$ cat src/rtl/vbs_pkg.sv
package vbs_pkg;
    typedef enum logic [1:0] {
        ST_IDLE  = 2'd0,
        ST_ISSUE = 2'd1,
        ST_DRAIN = 2'd2,
        ST_FIN   = 2'd3
    } vbs_state_e;
endpackage

$ cat src/rtl/vbs_addr_gen.sv
// Element index and address walker: loads base and stride, steps on accept.
module vbs_addr_gen #(
    parameter int AW = 32,
    parameter int IW = 7
) (
    input  logic          clk,
    input  logic          rst_n,
    input  logic          load,
    input  logic          adv,
    input  logic [AW-1:0] base,
    input  logic [AW-1:0] stride,
    output logic [AW-1:0] addr,
    output logic [IW-1:0] idx
);
    logic [AW-1:0] stride_q;

    always_ff @(posedge clk or negedge rst_n) begin
        if (!rst_n) begin
            addr     <= '0;
            idx      <= '0;
            stride_q <= '0;
        end else if (load) begin
            addr     <= base;
            idx      <= '0;
            stride_q <= stride;
        end else if (adv) begin
            addr     <= addr + stride_q;
            idx      <= idx + 1'b1;
        end
    end
endmodule

$ cat src/rtl/vbs_bank_timers.sv
// One recovery timer per bank; a bank is free when its timer reads zero.
module vbs_bank_timers #(
    parameter int NBANK = 16,
    parameter int BUSY  = 4
) (
    input  logic                     clk,
    input  logic                     rst_n,
    input  logic                     fire,
    input  logic [$clog2(NBANK)-1:0] sel,
    output logic [NBANK-1:0]         free
);
    localparam int BW = $clog2(NBANK);
    localparam int TW = $clog2(BUSY + 1);
    localparam logic [TW-1:0] RELOAD = TW'(BUSY - 1);

    for (genvar g = 0; g < NBANK; g++) begin : g_bank
        logic [TW-1:0] tmr_q;
        always_ff @(posedge clk or negedge rst_n) begin
            if (!rst_n) begin
                tmr_q <= '0;
            end else if (fire && (sel == BW'(g))) begin
                tmr_q <= RELOAD;
            end else if (tmr_q != '0) begin
                tmr_q <= tmr_q - 1'b1;
            end
        end
        assign free[g] = (tmr_q == '0);
    end
endmodule

$ cat src/rtl/vbs_ret_pipe.sv
// Fixed-latency tag pipeline: carries element index alongside outstanding reads.
module vbs_ret_pipe #(
    parameter int LAT = 12,
    parameter int IW  = 7
) (
    input  logic          clk,
    input  logic          rst_n,
    input  logic          in_vld,
    input  logic [IW-1:0] in_idx,
    output logic          out_vld,
    output logic [IW-1:0] out_idx
);
    logic          vld_q [LAT];
    logic [IW-1:0] idx_q [LAT];

    for (genvar g = 0; g < LAT; g++) begin : g_stage
        if (g == 0) begin : g_head
            always_ff @(posedge clk or negedge rst_n) begin
                if (!rst_n) begin
                    vld_q[g] <= 1'b0;
                    idx_q[g] <= '0;
                end else begin
                    vld_q[g] <= in_vld;
                    idx_q[g] <= in_idx;
                end
            end
        end else begin : g_body
            always_ff @(posedge clk or negedge rst_n) begin
                if (!rst_n) begin
                    vld_q[g] <= 1'b0;
                    idx_q[g] <= '0;
                end else begin
                    vld_q[g] <= vld_q[g-1];
                    idx_q[g] <= idx_q[g-1];
                end
            end
        end
    end

    assign out_vld = vld_q[LAT-1];
    assign out_idx = idx_q[LAT-1];
endmodule

$ cat src/rtl/vbank_sched.sv
module vbank_sched
    import vbs_pkg::*;
#(
    parameter int AW    = 32,
    parameter int DW    = 32,
    parameter int NBANK = 16,
    parameter int BUSY  = 4,
    parameter int LAT   = 12,
    parameter int MAXVL = 64,
    parameter int SCW   = 16
) (
    input  logic                        clk,
    input  logic                        rst_n,
    input  logic                        start,
    input  logic [AW-1:0]               base,
    input  logic [AW-1:0]               stride,
    input  logic [$clog2(MAXVL+1)-1:0]  vlen,
    output logic                        busy,
    output logic                        req_valid,
    output logic [AW-1:0]               req_addr,
    output logic [$clog2(NBANK)-1:0]    req_bank,
    output logic [$clog2(MAXVL+1)-1:0]  req_idx,
    input  logic [DW-1:0]               mem_rdata,
    output logic                        wr_valid,
    output logic [$clog2(MAXVL+1)-1:0]  wr_idx,
    output logic [DW-1:0]               wr_data,
    output logic                        done,
    output logic [SCW-1:0]              stall_cnt
);
    localparam int BW = $clog2(NBANK);
    localparam int IW = $clog2(MAXVL + 1);
    localparam logic [IW-1:0] VL_CAP = IW'(MAXVL);

    vbs_state_e     state_q, state_d;
    logic [IW-1:0]  vl_q;
    logic [IW-1:0]  vl_eff;
    logic [IW-1:0]  ret_cnt_q;
    logic [SCW-1:0] stall_q;
    logic [AW-1:0]  cur_addr;
    logic [IW-1:0]  cur_idx;
    logic [BW-1:0]  cur_bank;
    logic [NBANK-1:0] bank_free;
    logic           load;
    logic           in_issue;
    logic           issue;
    logic           hold;
    logic           last_elem;
    logic           ret_vld;
    logic [IW-1:0]  ret_idx;
    logic           last_ret;

    assign vl_eff    = (vlen > VL_CAP) ? VL_CAP : vlen;
    assign load      = (state_q == ST_IDLE) && start;
    assign in_issue  = (state_q == ST_ISSUE);
    assign cur_bank  = cur_addr[BW-1:0];
    assign issue     = in_issue && bank_free[cur_bank];
    assign hold      = in_issue && !bank_free[cur_bank];
    assign last_elem = (cur_idx == vl_q - 1'b1);
    assign last_ret  = ret_vld && (ret_cnt_q == vl_q - 1'b1);

    vbs_addr_gen #(.AW(AW), .IW(IW)) addr_gen_i (
        .clk    (clk),
        .rst_n  (rst_n),
        .load   (load),
        .adv    (issue),
        .base   (base),
        .stride (stride),
        .addr   (cur_addr),
        .idx    (cur_idx)
    );

    vbs_bank_timers #(.NBANK(NBANK), .BUSY(BUSY)) timers_i (
        .clk   (clk),
        .rst_n (rst_n),
        .fire  (issue),
        .sel   (cur_bank),
        .free  (bank_free)
    );

    vbs_ret_pipe #(.LAT(LAT), .IW(IW)) ret_pipe_i (
        .clk     (clk),
        .rst_n   (rst_n),
        .in_vld  (issue),
        .in_idx  (cur_idx),
        .out_vld (ret_vld),
        .out_idx (ret_idx)
    );

    // State register
    always_ff @(posedge clk or negedge rst_n) begin
        if (!rst_n) state_q <= ST_IDLE;
        else        state_q <= state_d;
    end

    // Next-state logic
    always_comb begin
        state_d = state_q;
        unique case (state_q)
            ST_IDLE:  if (start) state_d = (vl_eff == '0) ? ST_FIN : ST_ISSUE;
            ST_ISSUE: if (issue && last_elem) state_d = ST_DRAIN;
            ST_DRAIN: if (last_ret) state_d = ST_FIN;
            ST_FIN:   state_d = ST_IDLE;
            default:  state_d = ST_IDLE;
        endcase
    end

    // Transfer bookkeeping registers
    always_ff @(posedge clk or negedge rst_n) begin
        if (!rst_n) begin
            vl_q      <= '0;
            ret_cnt_q <= '0;
            stall_q   <= '0;
        end else if (load) begin
            vl_q      <= vl_eff;
            ret_cnt_q <= '0;
            stall_q   <= '0;
        end else begin
            if (ret_vld)                 ret_cnt_q <= ret_cnt_q + 1'b1;
            if (hold && (stall_q != '1)) stall_q   <= stall_q + 1'b1;
        end
    end

    // Outputs
    always_comb begin
        busy      = (state_q != ST_IDLE);
        done      = (state_q == ST_FIN);
        req_valid = issue;
        req_addr  = cur_addr;
        req_bank  = cur_bank;
        req_idx   = cur_idx;
        wr_valid  = ret_vld;
        wr_idx    = ret_idx;
        wr_data   = mem_rdata;
        stall_cnt = stall_q;
    end
endmodule

$ cat config.mk
export PLATFORM = sky130hd
export DESIGN_NAME = vbank_sched
export DESIGN_NICKNAME = d
export VERILOG_FILES = /design/src/rtl/vbs_pkg.sv /design/src/rtl/vbs_addr_gen.sv /design/src/rtl/vbs_bank_timers.sv /design/src/rtl/vbs_ret_pipe.sv /design/src/rtl/vbank_sched.sv
export SDC_FILE = /design/constraint.sdc
export NUM_CORES = 1
export LEC_CHECK = 0
export ABC_AREA = 1
export BUFFER_PORTS_ARGS = -buffer_cell sky130_fd_sc_hd__buf_2
export CORE_MARGIN = 3
export CORE_UTILIZATION = 50
export DETAILED_ROUTE_END_ITERATION = 8
export GPL_TIMING_DRIVEN = 0
export PLACE_DENSITY = 0.72
export SLEW_MARGIN = 20
export SYNTH_ARGS = -nofsm -noshare
export SYNTH_HDL_FRONTEND = slang
export SYNTH_SLANG_ARGS = --single-unit
$ cat constraint.sdc
create_clock -name clk -period 1.9 [get_ports clk]
set_input_delay 0.095 -clock clk [delete_from_list [all_inputs] [get_ports clk]]
set_output_delay 0.095 -clock clk [all_outputs]
set_load 0.02 [all_outputs]
==> metrics.txt <==
I/O pin count=208; delay-heaviest family, CP=simple AND/OR/NAND/NOR gates; Placed Area=14,150 um2; Num CTS Buffers=26; Min Hold Slack=0.02654 ns; RR Endpoint=timers_i.g_bank[2].tmr_q[2]; met2 usage=43.29%; min Tclk post-route=2.393 ns; met3 Resource Use GR=4.013%; core area=24,600 um2; slew at the pin closest to its max-slew limit=0.7508 ns; critical path data arrival time=2.83 ns; Worst-Skew Late Latency=0.55 ns; overall routed net length=37,660 um; Pint=18.60 mW; largest net degree at the start of global routing=97; Clock Skew=0.01552 ns; width of the die=165.0 um; fin crit share=125.9%; Placer Congestion=0.9307; cell area after layout=17,700 um2; share of cells above drive strength 1=32.23%; final std cells w/o fill=2,232; CP Cell Sequence=buf_8 -> nand2_1 -> inv_2 -> nand2_1 -> nand3_2 -> nor2_2 -> nor2_2 -> nand2_4 -> nand2_8 -> buf_4 -> buf_8 -> nor3_4 -> buf_6 -> buf_6 -> nand2_4 -> o211ai_1 -> inv_1; Critical Path Max Stage Delay=0.43 ns; Clock power frac=15.7%; Startpoint Class=flop; grt peak-use layer=met2; All-Layer GR Usage=25.91%; Yosys cell types=41; CP Capture Type=flop; number of DRC markers in iteration 0=733; Layout Nets=2,068; most common cell in the netlist=nand2_1; Die ar.=27,220 um2; async set-reset flop share out of synthesis=100.0%; CTS tree=done; Max Fclk=417.9 MHz; failing checks=setup timing; count of final setup violators=107; Critical Path End=timers_i.g_bank[2].tmr_q[2]; critical path depth=17; Critical Path Start=addr_gen_i.addr[0]; top cell type's share of synthesized area=48.91%; GRT overflow=0; setup TNS=-34.56 ns; ant diodes=0; status=complete, but fails checks; number of fill cells=1,780; Setup WS post-layout=-0.4927 ns; cells after synthesis=1,522; met1 GRT Util=34.08%; MaxCap Viol Count=0; Die Ht=165.0 um; Buf+Inv Stages, Crit Path=7; Clock transition at path regs=0.06 ns; Crit-path slowest cell=dfrtp_2; first-pass GRT wire length=56,240 um; combinational share of power=59.7%; Pins Over Slew Limit=0; sw frac=45.00%; Post-synth EDFFs=0; Max H-tree Level=1; Ys Warns=0; Min-Delay Path Class=in -> reg; Residual DRC=0; Rows=57; CP Data Required Time=2.33 ns; Leak=9.021 nW; post-synthesis register bit count=247; vias in the first global route=11,280; kind of critical path=reg -> reg; worst reg2reg path depth=17; RR Startpoint=addr_gen_i.addr[0]; commonest cells in the netlist=nand2_1, dfrtp_1, inv_1, nor2_1, nand3_1; clock root buffer=clkbuf_16; Vias=11,830; antenna-violating nets left=0; Seq pwr share=24.5%; Post-Syn Area=12,640 um2; worst-path fanout max=10; initial antenna violation count=0; ys flop type=dfrtp_1; Hold Fails Final Rpt=0; Cells after DPL=2,023; Synth Area per Inst=8.304 um2; Synth-to-Final Area Change=40.05%; largest area contributor in the netlist=dfrtp_1; initial core utilization=51.37%; Detail Placement HPWL=23,840 um; clk buf depth=3; slew margin rel.=49.94%; routed length per instance=16.87 um; DR pass1 iterations=8; maximum vdd drop=0.0009492 V; RSZ-0062 raised after global routing=true; sequential share of the synthesized area=48.91%; clock sink count=247; pwr/cell area=1911 nW/um2; I/O Buffers=175; syn_nets=1,701; leading cell types by total area after synthesis=dfrtp_1, nand2_1, ha_1; vias per inst=5.299; flop-to-flop setup slack=-0.49 ns; Psw=15.22 mW
-- sequential cells by signal (all words and copies together) (netlist names) --
name	flops
addr_gen_i.addr	32
stall_cnt	16
addr_gen_i.idx	7
timers_i.g_bank.tmr_q	48
state_q	2
ret_pipe_i.vld_q	11
ret_pipe_i.out_vld	1
addr_gen_i.stride_q	32
ret_pipe_i.idx_q	77
ret_cnt_q	7
vl_q	7
ret_pipe_i.out_idx	7
-- power groups by stage --
stage                     registers [mW]  logic, mW  clock network [mW]
after floorplan                     8.42       10.5                   0
after global placement              8.22       14.3                   0
after detailed placement            8.27       14.7                   0
after CTS                           8.19       17.6                5.39
after global routing                8.46       22.1                5.64
final                               8.30       20.2                5.31
-- stage by stage --
stage | setup slack (ns) | power [mW] | util (%)
floorplan | -0.03486 | 18.92 | -
global placement | -4.002 | 22.55 | 57.23
detailed placement | -0.6573 | 22.98 | 57.50
CTS | -0.4024 | 31.20 | 68.58
global route | -0.5711 | 36.20 | 71.93
finish | -0.4927 | 33.83 | 71.93
-- cells in the final DEF (no fill, tap or decap), types with 6 or more instances in the layout --
cell           count
buf_4            112
nor2_2            19
a31oi_1            7
nand2_4            6
buf_6             18
buf_2            178
dfrtp_2            6
o21ai_2           12
o211ai_1          40
a21oi_1           35
clkinv_2           8
ha_2               7
nand4_1           20
nor2_4            10
nor3_1             9
ha_1              27
inv_2             28
o21ai_1           22
dlygate4sd3_1     72
a21oi_2           17
xor2_1            10
clkbuf_1           7
nor2_1           103
ha_4              38
inv_1            147
buf_12             7
nand3_2           28
dfrtp_1          241
o21ai_0           43
inv_4              7
xnor2_1            8
clkbuf_16         29
nand2_1          403
nand2_2           30
nand3_1           74
-- worst reg2reg max path: cells and delay by family, from the launching register on --
family	cells	cell delay [ns]
and+or+nand+nor	9	0.98
buffers and inverters	7	0.79
DFF	1	0.43
AOI/OAI and AO/OA	1	0.09
-- cells by family after synthesis --
logic type / count (synthesis) / synth area share, %
compound gates: 195 / 8.940
xor+xnor: 19 / 1.317
fa+ha+maj: 73 / 7.286
buf+inv: 256 / 9.296
flops: 247 / 48.91
simple gates: 732 / 24.26
-- final cells by class --
| class | count | area [um2] | area share (%) |
|---|---|---|---|
| Tap cell | 324 | 405.4 | 2.290 |
| Buffer | 71 | 580.6 | 3.280 |
| Timing Repair inverter | 1 | 8.758 | 0.04948 |
| Sequential cell | 247 | 6188 | 34.96 |
| Inverter | 185 | 729.5 | 4.121 |
| Timing Repair Buffer | 338 | 2502 | 14.14 |
| Clock inverter | 13 | 171.4 | 0.9685 |
| Clock buffer | 34 | 730.7 | 4.128 |
| Multi-Input combinational cell | 1019 | 6382 | 36.06 |
-- worst min-delay path by stage --
stage / from / to / slack (ns) / cells after the start
global placement: stride[22] / addr_gen_i.stride_q[22] / 0.29 / 3
finish: start / state_q[1] / 0.03 / 4
detailed placement: rst_n / ret_pipe_i.out_idx[0] / 0.06 / 1
CTS: start / state_q[1] / 0.001 / 4
floorplan: rst_n / addr_gen_i.addr[0] / -0.20 / 0
global route: start / state_q[0] / 0.06 / 4
-- routing by layer --
layer	routed length (um)	up-vias
li1	-	5621
met1	15580	5699
met2	18640	416
met3	2192	91
met4	1247	0
met5	0	-
-- what timing repair did --
action	in CTS	in global routing
endpoints found under the hold margin	186	0
setup endpoints to repair	152	128
buffers inserted	50	34
gates cloned	3	4
gates resized for setup	180	137
pin swaps	45	32
hold buffers	72	0
(Power assumes the default switching activity.)
